**src/rtl/exc_pkg.sv**
```systemverilog
package exc_pkg;

  localparam logic [4:0] M_USR = 5'b10000;
  localparam logic [4:0] M_FIQ = 5'b10001;
  localparam logic [4:0] M_IRQ = 5'b10010;
  localparam logic [4:0] M_SVC = 5'b10011;
  localparam logic [4:0] M_ABT = 5'b10111;
  localparam logic [4:0] M_UND = 5'b11011;
  localparam logic [4:0] M_SYS = 5'b11111;

  localparam int          NBANK     = 5;
  localparam int          BANK_W    = $clog2(NBANK);
  localparam logic [BANK_W-1:0] BANK_NONE = '1;

  // Status word layout
  localparam int BIT_I = 7;
  localparam int BIT_F = 6;

  typedef enum logic [2:0] {
    K_NONE, K_RESET, K_UNDEF, K_SVC, K_PABT, K_DABT, K_IRQ, K_FIQ
  } excKind_t;

  typedef struct packed {
    logic     take;
    excKind_t kind;
    logic     doRet;
    logic     doWr;
  } ctlStrb_t;

  function automatic logic [4:0] kindMode(excKind_t k);
    case (k)
      K_FIQ:          return M_FIQ;
      K_IRQ:          return M_IRQ;
      K_PABT, K_DABT: return M_ABT;
      K_UNDEF:        return M_UND;
      default:        return M_SVC;
    endcase
  endfunction

  function automatic logic [7:0] kindOffset(excKind_t k);
    case (k)
      K_UNDEF: return 8'h04;
      K_SVC:   return 8'h08;
      K_PABT:  return 8'h0C;
      K_DABT:  return 8'h10;
      K_IRQ:   return 8'h18;
      K_FIQ:   return 8'h1C;
      default: return 8'h00;
    endcase
  endfunction

  function automatic logic [BANK_W-1:0] modeBank(logic [4:0] m);
    case (m)
      M_FIQ:   return BANK_W'(0);
      M_IRQ:   return BANK_W'(1);
      M_SVC:   return BANK_W'(2);
      M_ABT:   return BANK_W'(3);
      M_UND:   return BANK_W'(4);
      default: return BANK_NONE;
    endcase
  endfunction

  function automatic logic isKnownMode(logic [4:0] m);
    return (modeBank(m) != BANK_NONE) || (m == M_USR) || (m == M_SYS);
  endfunction

endpackage

```
**src/rtl/exc_ctrl.sv**
```systemverilog
module exc_ctrl
  import exc_pkg::*;
(
  input  logic       clk,
  input  logic       rstN,
  input  logic       fiqReq,
  input  logic       irqReq,
  input  logic       svcStb,
  input  logic       undefStb,
  input  logic       pabtStb,
  input  logic       dabtStb,
  input  logic       retStb,
  input  logic       wrStb,
  input  logic [4:0] curMode,
  input  logic       maskI,
  input  logic       maskF,
  output ctlStrb_t   ctlS
);

  logic bootPend;

  // Boot entry is owed exactly once after reset release
  always_ff @(posedge clk or negedge rstN) begin
    if (!rstN) bootPend <= 1'b1;
    else       bootPend <= 1'b0;
  end

  logic retAllowed;
  assign retAllowed = (modeBank(curMode) != BANK_NONE);

  // Fixed precedence chain
  always_comb begin
    ctlS = '0;
    ctlS.kind = K_NONE;
    if (bootPend) begin
      ctlS.take = 1'b1;
      ctlS.kind = K_RESET;
    end else if (dabtStb) begin
      ctlS.take = 1'b1;
      ctlS.kind = K_DABT;
    end else if (fiqReq && !maskF) begin
      ctlS.take = 1'b1;
      ctlS.kind = K_FIQ;
    end else if (irqReq && !maskI) begin
      ctlS.take = 1'b1;
      ctlS.kind = K_IRQ;
    end else if (pabtStb) begin
      ctlS.take = 1'b1;
      ctlS.kind = K_PABT;
    end else if (undefStb) begin
      ctlS.take = 1'b1;
      ctlS.kind = K_UNDEF;
    end else if (svcStb) begin
      ctlS.take = 1'b1;
      ctlS.kind = K_SVC;
    end else if (retStb && retAllowed) begin
      ctlS.doRet = 1'b1;
    end else if (wrStb) begin
      ctlS.doWr = 1'b1;
    end
  end

endmodule

```
**src/rtl/exc_datapath.sv**
```systemverilog
module exc_datapath
  import exc_pkg::*;
#(
  parameter int               ADDR_W    = 32,
  parameter logic [ADDR_W-1:0] VEC_BASE = 32'hFFFF0000,
  parameter logic [4:0]       BOOT_MODE = 5'b10010
) (
  input  logic              clk,
  input  logic              rstN,
  input  ctlStrb_t          ctlS,
  input  logic [ADDR_W-1:0] pcIn,
  input  logic [31:0]       wrData,
  output logic [31:0]       cpsrQ,
  output logic [31:0]       spsrOut,
  output logic              redirect,
  output logic [ADDR_W-1:0] tgtAddr,
  output logic [ADDR_W-1:0] linkOut
);

  localparam logic [31:0] CPSR_RST = {4'b0, 20'b0, 1'b1, 1'b1, 1'b0, BOOT_MODE};

  logic [31:0]       spsrBank [NBANK];
  logic [ADDR_W-1:0] linkBank [NBANK];

  logic [4:0]        entMode;
  logic [BANK_W-1:0] entBank;
  logic [BANK_W-1:0] curBank;
  logic [ADDR_W-1:0] linkVal;
  logic [ADDR_W-1:0] vecAddr;
  logic              entF;
  logic [31:0]       spsrSel;
  logic [ADDR_W-1:0] linkSel;
  logic [31:0]       wrNext;

  assign entMode = (ctlS.kind == K_RESET) ? BOOT_MODE : kindMode(ctlS.kind);
  assign entBank = modeBank(entMode);
  assign curBank = modeBank(cpsrQ[4:0]);
  assign vecAddr = VEC_BASE + ADDR_W'(kindOffset(ctlS.kind));
  assign entF    = cpsrQ[BIT_F] | (ctlS.kind == K_FIQ) | (ctlS.kind == K_RESET);

  always_comb begin
    case (ctlS.kind)
      K_RESET:        linkVal = '0;
      K_SVC, K_UNDEF: linkVal = pcIn + ADDR_W'(8);
      default:        linkVal = pcIn + ADDR_W'(4);
    endcase
  end

  always_comb begin
    spsrSel = '0;
    linkSel = '0;
    for (int b = 0; b < NBANK; b++) begin
      if (curBank == BANK_W'(b)) begin
        spsrSel = spsrBank[b];
        linkSel = linkBank[b];
      end
    end
  end
  assign spsrOut = spsrSel;

  // Software write: flags always, masks and mode only when privileged
  always_comb begin
    wrNext = cpsrQ;
    wrNext[31:28] = wrData[31:28];
    if (cpsrQ[4:0] != M_USR) begin
      wrNext[BIT_I] = wrData[BIT_I];
      wrNext[BIT_F] = wrData[BIT_F];
      if (isKnownMode(wrData[4:0])) wrNext[4:0] = wrData[4:0];
    end
  end

  // Per-mode save slots
  for (genvar b = 0; b < NBANK; b++) begin : g_bank
    always_ff @(posedge clk or negedge rstN) begin
      if (!rstN) begin
        spsrBank[b] <= '0;
        linkBank[b] <= '0;
      end else if (ctlS.take && ctlS.kind != K_RESET && entBank == BANK_W'(b)) begin
        spsrBank[b] <= cpsrQ;
        linkBank[b] <= linkVal;
      end
    end
  end

  always_ff @(posedge clk or negedge rstN) begin
    if (!rstN) begin
      cpsrQ    <= CPSR_RST;
      redirect <= 1'b0;
      tgtAddr  <= '0;
      linkOut  <= '0;
    end else if (ctlS.take) begin
      cpsrQ    <= {cpsrQ[31:28], 20'b0, 1'b1, entF, 1'b0, entMode};
      redirect <= 1'b1;
      tgtAddr  <= vecAddr;
      linkOut  <= linkVal;
    end else if (ctlS.doRet) begin
      cpsrQ    <= spsrSel;
      redirect <= 1'b1;
      tgtAddr  <= linkSel - ADDR_W'(4);
      linkOut  <= linkSel;
    end else begin
      redirect <= 1'b0;
      if (ctlS.doWr) cpsrQ <= wrNext;
    end
  end

endmodule

```
**src/rtl/exc_entry_ctrl.sv**
```systemverilog
module exc_entry_ctrl
  import exc_pkg::*;
#(
  parameter int                ADDR_W    = 32,
  parameter logic [ADDR_W-1:0] VEC_BASE  = 32'hFFFF0000,
  parameter logic [4:0]        BOOT_MODE = 5'b10010
) (
  input  logic              clk,
  input  logic              rstN,
  input  logic              fiqReq,
  input  logic              irqReq,
  input  logic              svcStb,
  input  logic              undefStb,
  input  logic              pabtStb,
  input  logic              dabtStb,
  input  logic [ADDR_W-1:0] pcIn,
  input  logic              retStb,
  input  logic              wrStb,
  input  logic [31:0]       wrData,
  output logic              redirect,
  output logic [ADDR_W-1:0] tgtAddr,
  output logic [ADDR_W-1:0] linkOut,
  output logic [31:0]       cpsrOut,
  output logic [31:0]       spsrOut
);

  ctlStrb_t ctlS;

  exc_ctrl u_ctrl (
    .clk      (clk),
    .rstN     (rstN),
    .fiqReq   (fiqReq),
    .irqReq   (irqReq),
    .svcStb   (svcStb),
    .undefStb (undefStb),
    .pabtStb  (pabtStb),
    .dabtStb  (dabtStb),
    .retStb   (retStb),
    .wrStb    (wrStb),
    .curMode  (cpsrOut[4:0]),
    .maskI    (cpsrOut[BIT_I]),
    .maskF    (cpsrOut[BIT_F]),
    .ctlS     (ctlS)
  );

  exc_datapath #(
    .ADDR_W    (ADDR_W),
    .VEC_BASE  (VEC_BASE),
    .BOOT_MODE (BOOT_MODE)
  ) u_dp (
    .clk      (clk),
    .rstN     (rstN),
    .ctlS     (ctlS),
    .pcIn     (pcIn),
    .wrData   (wrData),
    .cpsrQ    (cpsrOut),
    .spsrOut  (spsrOut),
    .redirect (redirect),
    .tgtAddr  (tgtAddr),
    .linkOut  (linkOut)
  );

endmodule

```
**config.mk**
```make
export PLATFORM = sky130hd
export DESIGN_NAME = exc_entry_ctrl
export DESIGN_NICKNAME = d
export VERILOG_FILES = /design/src/rtl/exc_pkg.sv /design/src/rtl/exc_ctrl.sv /design/src/rtl/exc_datapath.sv /design/src/rtl/exc_entry_ctrl.sv
export SDC_FILE = /design/constraint.sdc
export NUM_CORES = 1
export LEC_CHECK = 0
export BUFFER_PORTS_ARGS = -buffer_cell sky130_fd_sc_hd__buf_2
export CAP_MARGIN = 20
export CORE_ASPECT_RATIO = 0.9
export CORE_UTILIZATION = 35
export DETAILED_ROUTE_END_ITERATION = 8
export GPL_ROUTABILITY_DRIVEN = 0
export GPL_TIMING_DRIVEN = 1
export SLEW_MARGIN = 20
export SYNTH_ARGS = -nofsm -noshare
export SYNTH_HDL_FRONTEND = slang
export SYNTH_SLANG_ARGS = --single-unit
```
**constraint.sdc**
```tcl
create_clock -name clk -period 3.45 [get_ports clk]
set_input_delay 0.5175 -clock clk [delete_from_list [all_inputs] [get_ports clk]]
set_output_delay 0.5175 -clock clk [all_outputs]
set_load 0.01 [all_outputs]
```
Word-level counts from Yosys, hierarchy flattened
Cells that the tools add are included.
{"block": "classes", "n_addsub": 4, "eq_ne": 36, "muxes": 47, "bitwise": 3, "n_reduce_logical": 25}
{"operator": "$mux W32", "n": 16}
{"operator": "$eq A5 B5 Y1 const B", "n": 17}
{"operator": "$pmux W32 S2", "n": 1}
{"operator": "$pmux W3 S5", "n": 3}
{"operator": "$add A32 B3 Y32 const B", "n": 1}
{"operator": "$add A32 B4 Y32 const B", "n": 1}
{"operator": "$mux W4", "n": 8}
{"operator": "$sub A32 B3 Y32 const B", "n": 1}
{"operator": "$pmux W5 S6", "n": 1}
{"operator": "$mux W28", "n": 1}
{"operator": "$add A17 B6 Y18 const A", "n": 1}
{"operator": "$eq A3 B2 Y1 const B", "n": 6}
{"operator": "$eq A3 B3 Y1 const B", "n": 6}
{"operator": "$mux W2", "n": 8}
{"operator": "$pmux W4 S4", "n": 1}
{"operator": "$mux W5", "n": 2}
{"operator": "$eq A3 B1 Y1 const B", "n": 3}
{"operator": "$logic_and A1 B1 Y1", "n": 9}
{"operator": "$reduce_bool A3 Y1", "n": 3}
{"operator": "$logic_not A3 Y1", "n": 2}
{"operator": "$ne A3 B3 Y1 const B", "n": 2}
{"operator": "$mux W1", "n": 5}
{"operator": "$ne A5 B5 Y1 const B", "n": 1}
{"operator": "$reduce_and A2 Y1", "n": 2}
{"operator": "9 further kinds", "n": 14}
{"block": "totals", "regBits": 418, "in_bits": 74, "out_inout_bits": 129, "elab_cells": 133}

Logic depth before layout (Yosys ltp)
{"block": "depth", "word_depth": 15, "ltp_mapped": 13, "ltp_nobuf": 10}

Modules after synthesis
From an unflattened synthesis, not the netlist that was laid out.
{"block": "unflattened", "cells_unflattened": 1951, "hier_area_um2": 19896.6}
{"module": "exc_datapath", "n_inst": 1, "cells_per_inst": 1930, "area_each_um2": 19723.9, "seq_area_each_um2": 10440.0}
{"module": "exc_ctrl", "n_inst": 1, "cells_per_inst": 21, "area_each_um2": 172.7, "seq_area_each_um2": 26.3}

Worst setup path before layout
Ideal clock, no wire load.
{"block": "synth_timing", "path_kind": "reg2reg", "startpoint": "register u_dp.cpsrQ[1]", "endpoint": "register u_dp.tgtAddr[16]", "setup_ps": 121, "arrival_ps": 3125, "t_required_ps": 3329, "path_slack_ps": 203, "stages_incl_launch_ff": 14, "n_path_buf": 3, "period_less_slack_ps": 3247, "path_cell_list": "dfstp_2 buf_2 buf_1 buf_2 mux2i_1 o22ai_1 o21ai_0 ha_1 nand2_1 nor4b_1 nor2b_1 nand3_1 xor2_1 o22a_1"}
{"block": "synth_via", "elab_chain_cells": 13, "elab_cells_between_ends": 30, "cone_classes": "add/sub (1); eq/ne (10); mux (16); reduce/logical (3)"}
{"item": "start, declared", "line_no": "exc_datapath.sv:13", "text": "output logic [31:0] cpsrQ,"}
{"item": "start signal, assigned", "line_no": "exc_datapath.sv:92", "text": "cpsrQ <= {cpsrQ[31:28], 20'b0, 1'b1, entF, 1'b0, entMode};"}
{"item": "start signal, assigned", "line_no": "exc_datapath.sv:97", "text": "cpsrQ <= spsrSel;"}
{"item": "start signal, assigned", "line_no": "exc_datapath.sv:103", "text": "if (ctlS.doWr) cpsrQ <= wrNext;"}
{"item": "$eq A5 B5 Y1", "line_no": "exc_pkg.sv:53", "text": "case (m)"}
{"item": "$pmux W3 S5 *", "line_no": "exc_pkg.sv:53"}
{"item": "branches (longest 11 deep; another with $sub A32 B3 Y32)"}
{"item": "end signal, assigned", "line_no": "exc_datapath.sv:94", "text": "tgtAddr <= vecAddr;"}
{"item": "end signal, assigned", "line_no": "exc_datapath.sv:99", "text": "tgtAddr <= linkSel - ADDR_W'(4);"}
{"item": "end, declared", "line_no": "exc_datapath.sv:16", "text": "output logic [ADDR_W-1:0] tgtAddr,"}
Mark *: on every way between the ends. The select of a mux whose other input is x is not followed.
A chain may end at the register's enable or synchronous reset.

Worst setup path in the final report
{"block": "layout_timing", "startpoint": "register u_dp.cpsrQ[2]", "endpoint": "output spsrOut[28]"}
{"block": "layout_via", "elab_chain_cells": 8, "elab_cells_between_ends": 16, "cone_classes": "eq/ne (9); mux (6); reduce/logical (1)"}
{"item": "$eq A5 B5 Y1", "line_no": "exc_pkg.sv:53"}
{"item": "$pmux W3 S5 *", "line_no": "exc_pkg.sv:53"}
{"item": "$logic_not A3 Y1", "line_no": "exc_datapath.sv:53", "text": "if (curBank == BANK_W'(b)) begin"}
{"item": "$mux W32 (4 in series)", "line_no": "exc_datapath.sv:53"}
{"item": "$mux W32 *", "line_no": "exc_datapath.sv:53"}
{"item": "end, declared", "line_no": "exc_entry_ctrl.sv:24", "text": "output logic [31:0] spsrOut"}
Mark *: on every way between the ends. The rest lies on a longest branch, timed or not.

==> summary.txt <==
Setup path
  – Crit path kind: reg2out
  – CP required: a little under 3000 ps
  – Crit-path max FO: 16
  – Crit end category: primary output
  – Worst Path Arrival: approximately 2900 ps
  – Cell at the slowest stage of the critical path: or3b_4
  – CP most frequent cell: buf_4
  – Startpoint types: flop
  – Critical path, cell by cell: buf_12 > or3b_4 > buf_4 > nor3b_4 > buf_4 > a22oi_1 > nand3_1 > buf_2
  – Max incr delay on CP: approximately 490 ps

Placed design
  – IO buf count: about 180
  – DP Area: approximately 22,000 um2
  – Final HPWL DP: approximately 44,000 um

Route
  – DRC Markers: 0
  – WL per Instance: 21.47 um
  – Detailed Routing Iterations Pass 1: 6
  – Final WL: between 60,000 and 70,000 um
  – DRT iter0 DRCs: about 1.6k
  – DR vias: approximately 17k
  – Remaining antenna violation count: 0
  – Vias per cell: between 5 and 6

Global route
  – Grt ovf: 0
  – Initial antenna violation count: 2
  – Vias in the first global route: 16.18k
  – Overall global routing resource usage: 0.2283
  – First-pass GRT wire length: 101,400 um
  – Largest net degree at the start of global routing: 94

Logic synthesis
  – EDFF count, synth: 0
  – Primary FF master, synth: dfrtp_1
  – Synth warn: 0
  – Avg Cell Area, Syn: ~9.5 um2
  – Synth Net Count: about 2.2k
  – Syn Std Cell Area: a little under 20,000 um2
  – Syn Inst Count: between 2k and 2.5k
  – Top post-synthesis cells by area: dfrtp_1, nand2_1, mux2_2
  – Register area share after synthesis: 0.5283
  – Yosys reg bits: 418
  – Post-synth top area share: 0.5217
  – Count leader, synth: nand2_1
  – Biggest area consumer among synthesized cells: dfrtp_1
  – Commonest cells post-synth: nand2_1, dfrtp_1, o21ai_0
  – Synth cell types: 73
  – Ys async rst share: 1.000

Final layout
  – Syn-to-layout area delta: 19.39%
  – Post-route cell area: 23,650 um2
  – Layout cells sized above 1: 0.2235
  – Nets: around 2.4k

STA
  – Final setup viols: 0
  – Max_slew headroom: 0.3612
  – Period minus WS final: approximately 3400 ps
  – Final cycle utilization of the critical path: 0.9822
  – Final Max Tran Viols: 0
  – Final hold vios: 0
  – Setup Skew: around 19 ps
  – Slew @ Worst Pin: about 960 ps
  – RSZ-0062 raised after global routing: yes
  – F_max: between 0.2 and 0.3 GHz

Floorplan
  – Num rows: 82
  – Initial Util: 0.3550
  – Die W: around 250 um
  – Die Area: 57,560 um2
  – I/O pins: approximately 200
  – Vert. Die Dim: around 230 um
  – Core Area: ~56,000 um2

Power
  – Switching part of the total power: 0.2784
  – Share of power burned in registers: 0.456
  – Logic pwr share: 0.156
  – Tot Pwr: 12.19 mW
  – Clock share of power: 0.388
  – Peak VDD IR: ~300 uV
  – Leakage dissipation: 11.07 nW
  – Switching power: between 3 and 4 mW
  – Internal power: 8.799 mW
  – P per Cell Area: approximately 520 nW/um2

CTS
  – CTS sink count: 418
  – TritonCTS clock tree: yes
  – Clk Latency, worst-skew pair: 570 ps
  – CTS root buffer: clkbuf_16
  – Maximum buffer depth of the clock tree: 3
  – H-tree levels: 2
  – Clk slew on worst S/H paths: roughly 60 ps
  – CTS Buf Count: 43

Run status
  – Status: completed

Run
  – Max-cap violations: 0

Hold path
  – Hold Path Class: in2reg
repair_timing:
action	4_1_cts	5_1_grt
endpoints found under the setup margin	31	47
pin swaps	0	1
hold buffers	1	0
endpoints found under the hold margin	39	0
setup buffers	0	1
resized for setup	4	6
power groups by stage:
stage	registers, mW	clock network [mW]	logic [mW]
floorplan	5.59	0	1.04
global placement	5.62	0	1.85
detailed placement	5.64	0	1.88
CTS	5.55	4.80	1.89
global route	5.60	4.99	2.09
finish	5.56	4.73	1.91
logic make-up (layout without fill, tap and decap cells):
family | after synthesis | count (layout) | synth area share
AND/OR/NAND/NOR | 845 | 845 | 0.1918
AO/OA/AOI/OAI | 486 | 486 | 0.1479
flip-flops | 418 | 418 | 0.5283
buffers and inverters | 161 | 378 | 0.03341
multiplexers | 135 | 135 | 0.07572
XOR/XNOR | 47 | 47 | 0.02078
adder cells (fa/ha/maj) | 3 | 3 | 0.001895
other | 1 | 5 | 0.0001893
state kept, by name, summed over array words and instances, names as in the netlist:
register	flops
u_ctrl.bootPend	1
u_dp.spsrBank	160
u_dp.cpsrQ	32
u_dp.linkOut	32
u_dp.linkBank	160
u_dp.redirect	1
u_dp.tgtAddr	32
worst paths after layout:
check,from,depth (start not counted),end,slack [ps]
setup / recovery,u_dp.cpsrQ[2]$_DFFE_PN0P_,8,spsrOut[28],60
hold / removal,pcIn[1],3,u_dp.linkBank[33]$_DFFE_PN0P_,190
setup reg to reg,u_dp.cpsrQ[3]$_DFFE_PN0P_,11,u_dp.tgtAddr[31]$_DFFE_PN0P_,190
hold reg to reg,u_dp.spsrBank[119]$_DFFE_PN0P_,2,u_dp.spsrBank[119]$_DFFE_PN0P_,470
max in group asynchronous,rstN,3,u_dp.linkBank[8]$_DFFE_PN0P_,2110
min in group asynchronous,rstN,2,u_dp.spsrBank[74]$_DFFE_PN0P_,450
area by class of cell:
cell class	count	area, um2
flip-flops and latches	418	10470
fillers	5437	32160
diodes	4	10.01
repair buffers	293	2002
inverters	6	25.02
clock buffers	70	1289
well taps	756	945.9
clock inverters	9	135.1
multi-input cells	1517	8780
worst max-delay path: cells and delay by family (launching register included):
kind	cells	cell delay, ps
flip-flops	1	460
AND/OR/NAND/NOR	3	940
buffers and inverters	4	820
AO/OA/AOI/OAI	1	80
routing by layer:
| layer | up-vias | share of wire | global-route usage |
|---|---|---|---|
| met2 | 667 | 0.44 | 0.3425 |
| met3 | 99 | 0.084 | 0.05180 |
| li1 | 7690 | - | - |
| met5 | - | 0 | 0 |
| met1 | 8218 | 0.45 | 0.3294 |
| met4 | 0 | 0.023 | 0.06250 |
cell usage in the layout, fill, tap and decap left out, drive strengths merged, types with 20 or more instances in the layout:
| cell | netlist | routed |
|---|---|---|
| nand2 | 481 | 481 |
| dfrtp | 413 | 413 |
| buf | 52 | 292 |
| o21ai | 216 | 216 |
| nor2 | 131 | 131 |
| mux2 | 109 | 109 |
| a21oi | 81 | 81 |
| a22oi | 76 | 76 |
| clkbuf | 103 | 70 |
| nand3 | 60 | 60 |
| nor3 | 39 | 39 |
| xnor2 | 27 | 27 |
| mux2i | 26 | 26 |
| o211ai | 24 | 24 |
| xor2 | 20 | 20 |
through the flow:
step           std cells  setup WS, ps  utilization  setup TNS [ps]  hold slack, ps
4_1_cts             3068         3.332       0.4230               0           175.9
5_1_grt             3071        -7.916       0.4237          -10.55           195.1
3_3_place_gp        2988         143.4       0.3971               0           449.9
3_5_place_dp        2988         104.7       0.3971               0           447.5
2_1_floorplan       2096         203.3            -               0           221.9
6_report            3073         61.53       0.4238               0           192.9
Power figures use the tool's default switching activity.
